[src/rtl/xcop_pkg.sv]
package xcop_pkg;

    localparam int unsigned XLEN      = 32;
    localparam int unsigned REG_IDX_W = 5;
    localparam int unsigned CAUSE_W   = 6;

    localparam logic [6:0] OPC_CUSTOM3 = 7'b1111011;

    localparam logic [2:0] F3_ARITH = 3'b000;
    localparam logic [2:0] F3_ADD   = 3'b001;
    localparam logic [2:0] F3_EXC   = 3'b010;

    localparam logic [6:0] F7_ZERO  = 7'b0000000;
    localparam logic [6:0] F7_MULTI = 7'b0001000;
    localparam logic [6:0] F7_UADD  = 7'b0000010;
    localparam logic [6:0] F7_SADD  = 7'b0000110;
    localparam logic [6:0] F7_EXC   = 7'b1100000;
    localparam logic [1:0] FMT_R4   = 2'b01;

    localparam logic [1:0] PRIV_USER  = 2'b00;
    localparam logic [1:0] PRIV_SUPER = 2'b01;

    typedef enum logic [2:0] {
        K_NONE,
        K_ADD,
        K_ADD3,
        K_MULTI,
        K_UADD,
        K_SADD,
        K_NOP,
        K_EXC
    } op_kind_e;

    typedef enum logic [1:0] {
        ST_IDLE,
        ST_WAIT,
        ST_DONE
    } ctrl_state_e;

    function automatic logic cause_known(input logic [REG_IDX_W-1:0] code);
        logic ok;
        unique case (code)
            5'd0, 5'd1, 5'd2, 5'd3, 5'd4, 5'd5, 5'd6, 5'd7,
            5'd8, 5'd9, 5'd11, 5'd12, 5'd13, 5'd15: ok = 1'b1;
            default: ok = 1'b0;
        endcase
        return ok;
    endfunction

endpackage

[src/rtl/xcop_decode.sv]
module xcop_decode
    import xcop_pkg::*;
(
    input  logic [XLEN-1:0] instr_i,
    input  logic [1:0]      priv_i,
    output op_kind_e        kind_o
);

    logic [6:0]           opc;
    logic [6:0]           f7;
    logic [2:0]           f3;
    logic [REG_IDX_W-1:0] rd_f;
    logic [REG_IDX_W-1:0] rs1_f;
    logic [REG_IDX_W-1:0] rs2_f;

    assign opc   = instr_i[6:0];
    assign rd_f  = instr_i[11:7];
    assign f3    = instr_i[14:12];
    assign rs1_f = instr_i[19:15];
    assign rs2_f = instr_i[24:20];
    assign f7    = instr_i[31:25];

    always_comb begin
        kind_o = K_NONE;
        if (opc == OPC_CUSTOM3) begin
            unique case (f3)
                F3_ADD: begin
                    if (f7 == F7_ZERO) kind_o = K_ADD;
                end
                F3_ARITH: begin
                    if (f7[1:0] == FMT_R4)                          kind_o = K_ADD3;
                    else if (f7 == F7_ZERO)                         kind_o = K_NOP;
                    else if (f7 == F7_MULTI)                        kind_o = K_MULTI;
                    else if (f7 == F7_UADD && priv_i == PRIV_USER)  kind_o = K_UADD;
                    else if (f7 == F7_SADD && priv_i == PRIV_SUPER) kind_o = K_SADD;
                    else                                            kind_o = K_NONE;
                end
                F3_EXC: begin
                    if (f7 == F7_EXC && rd_f == '0 && rs2_f == '0 && cause_known(rs1_f))
                        kind_o = K_EXC;
                end
                default: kind_o = K_NONE;
            endcase
        end
    end

endmodule

[src/rtl/xcop_alu.sv]
module xcop_alu
    import xcop_pkg::*;
#(
    parameter int unsigned W = XLEN
) (
    input  op_kind_e     kind_i,
    input  logic [W-1:0] a_i,
    input  logic [W-1:0] b_i,
    input  logic [W-1:0] c_i,
    output logic [W-1:0] sum_o
);

    logic [W-1:0] c_gated;

    assign c_gated = (kind_i == K_ADD3) ? c_i : '0;
    assign sum_o   = a_i + b_i + c_gated;

endmodule

[src/rtl/xcop_ctrl.sv]
module xcop_ctrl
    import xcop_pkg::*;
#(
    parameter int unsigned MULTI_LAT = 4
) (
    input  logic                 clk,
    input  logic                 rst_n,
    input  logic                 req_valid_i,
    input  op_kind_e             kind_i,
    input  logic [REG_IDX_W-1:0] rd_idx_i,
    input  logic [REG_IDX_W-1:0] cause_src_i,
    input  logic [XLEN-1:0]      sum_i,
    output logic                 req_ready_o,
    output logic                 rsp_valid_o,
    output logic                 rsp_accept_o,
    output logic                 rsp_we_o,
    output logic [REG_IDX_W-1:0] rsp_rd_o,
    output logic [XLEN-1:0]      rsp_data_o,
    output logic                 rsp_exc_o,
    output logic [CAUSE_W-1:0]   rsp_cause_o
);

    localparam int unsigned CNT_W    = (MULTI_LAT > 2) ? $clog2(MULTI_LAT) : 1;
    localparam logic [CNT_W-1:0] CNT_END = CNT_W'(MULTI_LAT - 2);

    ctrl_state_e      state_q, state_d;
    logic [CNT_W-1:0] cnt_q;
    logic             fire;
    logic             wr_en;
    logic             wait_end;

    assign req_ready_o = (state_q == ST_IDLE);
    assign fire        = req_valid_i && req_ready_o;
    assign wait_end    = (state_q == ST_WAIT) && (cnt_q == CNT_END);
    assign wr_en       = kind_i inside {K_ADD, K_ADD3, K_MULTI, K_UADD, K_SADD};

    always_comb begin
        state_d = state_q;
        unique case (state_q)
            ST_IDLE: if (fire && kind_i == K_MULTI) state_d = ST_WAIT;
            ST_WAIT: if (cnt_q == CNT_END)          state_d = ST_DONE;
            ST_DONE:                                state_d = ST_IDLE;
            default:                                state_d = ST_IDLE;
        endcase
    end

    always_ff @(posedge clk or negedge rst_n) begin
        if (!rst_n) begin
            state_q <= ST_IDLE;
            cnt_q   <= '0;
        end else begin
            state_q <= state_d;
            if (state_q == ST_WAIT) cnt_q <= cnt_q + 1'b1;
            else                    cnt_q <= '0;
        end
    end

    always_ff @(posedge clk or negedge rst_n) begin
        if (!rst_n) begin
            rsp_valid_o  <= 1'b0;
            rsp_accept_o <= 1'b0;
            rsp_we_o     <= 1'b0;
            rsp_rd_o     <= '0;
            rsp_data_o   <= '0;
            rsp_exc_o    <= 1'b0;
            rsp_cause_o  <= '0;
        end else begin
            rsp_valid_o <= (fire && kind_i != K_MULTI) || wait_end;
            if (fire) begin
                rsp_accept_o <= (kind_i != K_NONE);
                rsp_we_o     <= wr_en;
                rsp_rd_o     <= wr_en ? rd_idx_i : '0;
                rsp_data_o   <= wr_en ? sum_i : '0;
                rsp_exc_o    <= (kind_i == K_EXC);
                rsp_cause_o  <= (kind_i == K_EXC) ? CAUSE_W'(cause_src_i) : '0;
            end
        end
    end

endmodule

[src/rtl/xcop_exec.sv]
module xcop_exec
    import xcop_pkg::*;
#(
    parameter int unsigned MULTI_LAT = 4
) (
    input  logic                 clk,
    input  logic                 rst_n,
    input  logic                 req_valid_i,
    output logic                 req_ready_o,
    input  logic [XLEN-1:0]      instr_i,
    input  logic [XLEN-1:0]      op_a_i,
    input  logic [XLEN-1:0]      op_b_i,
    input  logic [XLEN-1:0]      op_c_i,
    input  logic [1:0]           priv_i,
    output logic                 rsp_valid_o,
    output logic                 rsp_accept_o,
    output logic                 rsp_we_o,
    output logic [REG_IDX_W-1:0] rsp_rd_o,
    output logic [XLEN-1:0]      rsp_data_o,
    output logic                 rsp_exc_o,
    output logic [CAUSE_W-1:0]   rsp_cause_o
);

    op_kind_e        kind;
    logic [XLEN-1:0] sum;

    xcop_decode u_decode (
        .instr_i (instr_i),
        .priv_i  (priv_i),
        .kind_o  (kind)
    );

    xcop_alu #(.W(XLEN)) u_alu (
        .kind_i (kind),
        .a_i    (op_a_i),
        .b_i    (op_b_i),
        .c_i    (op_c_i),
        .sum_o  (sum)
    );

    xcop_ctrl #(.MULTI_LAT(MULTI_LAT)) u_ctrl (
        .clk          (clk),
        .rst_n        (rst_n),
        .req_valid_i  (req_valid_i),
        .kind_i       (kind),
        .rd_idx_i     (instr_i[11:7]),
        .cause_src_i  (instr_i[19:15]),
        .sum_i        (sum),
        .req_ready_o  (req_ready_o),
        .rsp_valid_o  (rsp_valid_o),
        .rsp_accept_o (rsp_accept_o),
        .rsp_we_o     (rsp_we_o),
        .rsp_rd_o     (rsp_rd_o),
        .rsp_data_o   (rsp_data_o),
        .rsp_exc_o    (rsp_exc_o),
        .rsp_cause_o  (rsp_cause_o)
    );

endmodule

[config.mk]
export PLATFORM = sky130hd
export DESIGN_NAME = xcop_exec
export DESIGN_NICKNAME = d
export VERILOG_FILES = /design/src/rtl/xcop_pkg.sv /design/src/rtl/xcop_decode.sv /design/src/rtl/xcop_alu.sv /design/src/rtl/xcop_ctrl.sv /design/src/rtl/xcop_exec.sv
export SDC_FILE = /design/constraint.sdc
export NUM_CORES = 1
export LEC_CHECK = 0
export ABC_AREA = 1
export BUFFER_PORTS_ARGS = -buffer_cell sky130_fd_sc_hd__buf_2
export CAP_MARGIN = 20
export CORE_UTILIZATION = 48
export CTS_CLUSTER_SIZE = 40
export DETAILED_ROUTE_END_ITERATION = 6
export PLACE_DENSITY = 0.78
export SLEW_MARGIN = 20
export SYNTH_ARGS = -nofsm -noshare
export SYNTH_HDL_FRONTEND = slang
export SYNTH_SLANG_ARGS = --single-unit
[constraint.sdc]
create_clock -name clk -period 3 [get_ports clk]
set_input_delay 0.3 -clock clk [delete_from_list [all_inputs] [get_ports clk]]
set_output_delay 0.3 -clock clk [all_outputs]
set_load 0.01 [all_outputs]
==> reports/metrics.yaml <==
n_antenna_cell: 0
synth-compound-area-share_pct: 13.5
netlist_instances: 699
cts.path.max_buffers: 2
routabilityCongestion: 0.937
gr-total-overflow: 0
rsz_0062_raised_after_global_routing: "yes"
drt-initial-drc-count: 499
relSlewSlack_pct: 47.9
synth_seq_area_share_pct: 24.9
design.final.nets: 1181
worst_clock_skew_ns: 0.00566
netlist_cell_types: 41
hold_viol_final: 0
post_synth_mux_area_share_pct: 0
post_route_cells_drive_above_1_share_pct: 52.3
r2r_cells: 7
setup.worst_path.end: "u_ctrl.rsp_data_o[29]"
comb_power_share_pct: 54.5
numPortBuffers: 179
detailed_route_drc_error_count: 0
cts.reportedPaths.clkPinSlew_ns: 0.10
power_switching_share_pct: 38.7
p_int_mw: 1.45
yosys.area_share.simple_pct: 30.2
drt-pass1-iter-count: 5
combinational_family_with_the_most_area_after_synthesis: "simple AND/OR/NAND/NOR gates"
p_leak_nw: 4.26
detailedPlacementHpwl_um: 11800
flow.area_growth_from_synthesis_pct: 60.2
hold_buffers: 0
reg2reg_slack_ns: 1.22
drt_wl_total_um: 16900
postRouteAntennaNets: 0
cts_buffers: 5
dp_worst_setup_slack_ns: -0.601
synthAdderAreaFrac_pct: 20.5
die_h_um: 104
max-cap-violations: 0
start_util_pct: 50.5
global_route.usage.total_pct: 29.0
grt_antenna_before_repair: 0
drt-wirelength-per-cell_um: 15.1
status: "complete, but fails checks"
grt_start_max_net_pins: 47
clock_sink_count: 50
crit_start: "instr_i[19]"
routed-via-count: 5882
critical_path_required_ns: 3.24
vias_in_the_first_global_route: 5503
timing.final.setup_violations: 24
power.density_cell_area_mw_per_mm2: 293
timing.rr.end: "u_ctrl.rsp_data_o[10]"
pwr-share-clk_pct: 16.9
fp.dieArea_mm2: 0.0109
h-tree-depth: 2
placeableCoreArea_mm2: 0.00995
vdd.ir_drop.worst_mv: 0.203
maxSlewViolCount: 0
regToRegStartpoint: "u_ctrl.state_q[0]"
clock_insertion_delay_worst_skew_ns: 0.31
root_buffer: "sky130_fd_sc_hd__clkbuf_8"
hp-class: "in -> async"
failed_checks: "negative setup slack"
critical_path.endpoint_type: "flip-flop"
yosysWarningCount: 0
design.portCount: 181
fin_worst_hold_slack_ns: 0.0654
power_frac_seq_pct: 28.6
tritoncts: "built"
switching_power_mw: 0.912
avg_synthesized_cell_area_um2: 7.19
timing.final.crit_share_pct: 108
setup-tns-final_ns: -3.96
grt_pass1_wl_um: 25500
period_needed_ns: 3.25
die-width_um: 104
synth_area_mm2: 0.00503
layout_commonest_cell: "sky130_fd_sc_hd__buf_2"
layout_common_cells: "sky130_fd_sc_hd__buf_2 (170), sky130_fd_sc_hd__nand2_1 (148), sky130_fd_sc_hd__buf_4 (104)"
fmaxAchievable_mhz: 307
worstMarginPinSlew_ns: 0.782
post_dr_vias_cell: 5.26
row_count: 36
worst_ep_arrival_time_ns: 3.50
crit_path_kind: "in -> reg"
register_bit_total_from_synthesis: 50
synth-xor-area-share_pct: 2.44
syn-num-nets: 895
crit_fanout: 7
timing.critical_path.from_type: "input port"
worst_setup_slack_after_layout_ns: -0.255
## flip-flops by register name (all words and copies together), names as in the netlist
| signal | flops |
|---|---|
| u_ctrl.rsp_data_o | 32 |
| u_ctrl.rsp_rd_o | 5 |
| u_ctrl.state_q | 2 |
| u_ctrl.cnt_q | 2 |
| u_ctrl.rsp_valid_o | 1 |
| u_ctrl.rsp_exc_o | 1 |
| u_ctrl.rsp_we_o | 1 |
| u_ctrl.rsp_cause_o | 5 |
| u_ctrl.rsp_accept_o | 1 |
## worst max-delay path, stage by stage
cell                      delay (ns)
sky130_fd_sc_hd__buf_2          0.11
sky130_fd_sc_hd__nor2_1         0.09
sky130_fd_sc_hd__nand2_1        0.07
sky130_fd_sc_hd__nor2_1         0.15
sky130_fd_sc_hd__nand3_2        0.15
sky130_fd_sc_hd__a21oi_4        0.20
sky130_fd_sc_hd__nand2_4        0.11
sky130_fd_sc_hd__buf_12         0.16
sky130_fd_sc_hd__buf_4          0.14
sky130_fd_sc_hd__nor2_4         0.08
sky130_fd_sc_hd__fa_2           0.47
sky130_fd_sc_hd__fa_2           0.42
sky130_fd_sc_hd__nand2_2        0.07
sky130_fd_sc_hd__nand3_2        0.07
sky130_fd_sc_hd__nand3_2        0.08
sky130_fd_sc_hd__nand2_4        0.07
sky130_fd_sc_hd__nand2_2        0.09
sky130_fd_sc_hd__nand2_2        0.08
sky130_fd_sc_hd__nand2_2        0.07
sky130_fd_sc_hd__nand2_2        0.08
sky130_fd_sc_hd__nand2_2        0.07
sky130_fd_sc_hd__nand3_2        0.08
sky130_fd_sc_hd__nand2_2        0.09
sky130_fd_sc_hd__nand2_2        0.05
sky130_fd_sc_hd__o21ai_2        0.13
## layer usage
metal  GRT usage (%)  wire length, µm  vias up  part of all wire, %
met2            52.1             8580      275                   51
met1            37.1             6770     2773                   40
met3            2.13             1000       45                  5.9
met4            8.37              594        0                  3.5
met5               0                0        -                    0
li1                -                -     2789                    -
## area by class of cell
class / count / area (µm²)
Clock inverter: 3 / 21.3
Sequential cell: 50 / 1250
Fill cell: 655 / 1900
Timing Repair Buffer: 291 / 1900
Tap cell: 133 / 166
Multi-Input combinational cell: 546 / 4300
Inverter: 91 / 349
Clock buffer: 5 / 68.8
## per-stage QoR
stage	total power, mW	utilization [%]	std cells	instance area, µm²
2_1_floorplan	1.19	-	699	5170
3_3_place_gp	1.61	68.2	1084	6790
3_5_place_dp	1.62	68.2	1084	6790
4_1_cts	2.16	75.3	1106	7500
5_1_grt	2.49	80.9	1119	8050
6_report	2.36	80.9	1119	8050
## Yosys cell counts
master	n	area share, %
sky130_fd_sc_hd__o21bai_1	5	0.75
sky130_fd_sc_hd__inv_1	88	6.6
sky130_fd_sc_hd__a21oi_1	31	3.1
sky130_fd_sc_hd__o211ai_1	1	0.15
sky130_fd_sc_hd__nand3_2	2	0.40
sky130_fd_sc_hd__inv_4	1	0.12
sky130_fd_sc_hd__xor2_1	3	0.52
sky130_fd_sc_hd__o21ai_2	21	3.7
sky130_fd_sc_hd__a31oi_1	4	0.50
sky130_fd_sc_hd__nand4_1	7	0.87
sky130_fd_sc_hd__nor2_8	1	0.40
sky130_fd_sc_hd__buf_12	1	0.40
sky130_fd_sc_hd__o21a_1	1	0.15
sky130_fd_sc_hd__inv_2	2	0.15
sky130_fd_sc_hd__fa_1	32	13
sky130_fd_sc_hd__ha_1	31	7.7
sky130_fd_sc_hd__buf_4	1	0.15
sky130_fd_sc_hd__clkbuf_1	8	0.60
sky130_fd_sc_hd__nand3_1	25	2.5
sky130_fd_sc_hd__nor2_1	105	7.8
sky130_fd_sc_hd__nand2_4	2	0.45
sky130_fd_sc_hd__and3_1	3	0.37
sky130_fd_sc_hd__nor4_1	1	0.12
sky130_fd_sc_hd__o21ai_0	25	2.5
sky130_fd_sc_hd__nand3b_1	1	0.15
sky130_fd_sc_hd__nor3_2	1	0.20
sky130_fd_sc_hd__nand2_1	190	14
sky130_fd_sc_hd__and2_4	1	0.17
sky130_fd_sc_hd__nor3_1	4	0.40
sky130_fd_sc_hd__nor2_2	3	0.37
sky130_fd_sc_hd__a21oi_2	1	0.17
sky130_fd_sc_hd__xnor2_1	11	1.9
sky130_fd_sc_hd__o21ai_1	5	0.50
sky130_fd_sc_hd__a21o_1	10	1.5
sky130_fd_sc_hd__nand2_2	11	1.4
sky130_fd_sc_hd__conb_1	1	0.075
sky130_fd_sc_hd__and2_1	3	0.37
sky130_fd_sc_hd__o22ai_1	1	0.12
sky130_fd_sc_hd__dfrtp_1	50	25
sky130_fd_sc_hd__buf_6	2	0.45
sky130_fd_sc_hd__a21boi_0	3	0.45
## how the worst min path moves through the flow
stage	startpoint	endpoint	slack, ns	cells past startpoint
detailed placement	u_ctrl.cnt_q[0]	u_ctrl.cnt_q[0]	0.42	1
floorplan	rst_n	u_ctrl.cnt_q[0]	0.004	0
finish	rst_n	u_ctrl.rsp_data_o[14]	0.07	1
CTS	rst_n	u_ctrl.rsp_data_o[2]	0.09	1
global route	rst_n	u_ctrl.rsp_data_o[2]	0.13	1
global placement	rst_n	u_ctrl.rsp_data_o[0]	0.42	1
## power by group through the flow
stage               Sequential (mW)  Clock [mW]  Combinational [mW]
CTS                           0.674       0.405                1.08
global route                  0.674       0.431                1.39
detailed placement            0.688           0               0.929
finish                        0.674       0.398                1.29
floorplan                     0.688           0               0.497
global placement              0.688           0               0.918
## cell families (layout without fill, tap and decap cells)
logic type,after synthesis,in the layout
simple gates,360,360
compound gates,108,108
buf+inv,103,390
fa+ha+maj,63,63
flops,50,50
xor+xnor,14,14
other cells,1,1
## timing repair
item | CTS | global route
setup endpoints to repair | 25 | 25
gates cloned | 2 | 1
pin swaps | 32 | 57
gates resized for setup | 105 | 120
buffers inserted | 12 | 12
No activity file was read; power rests on OpenSTA's default activity.
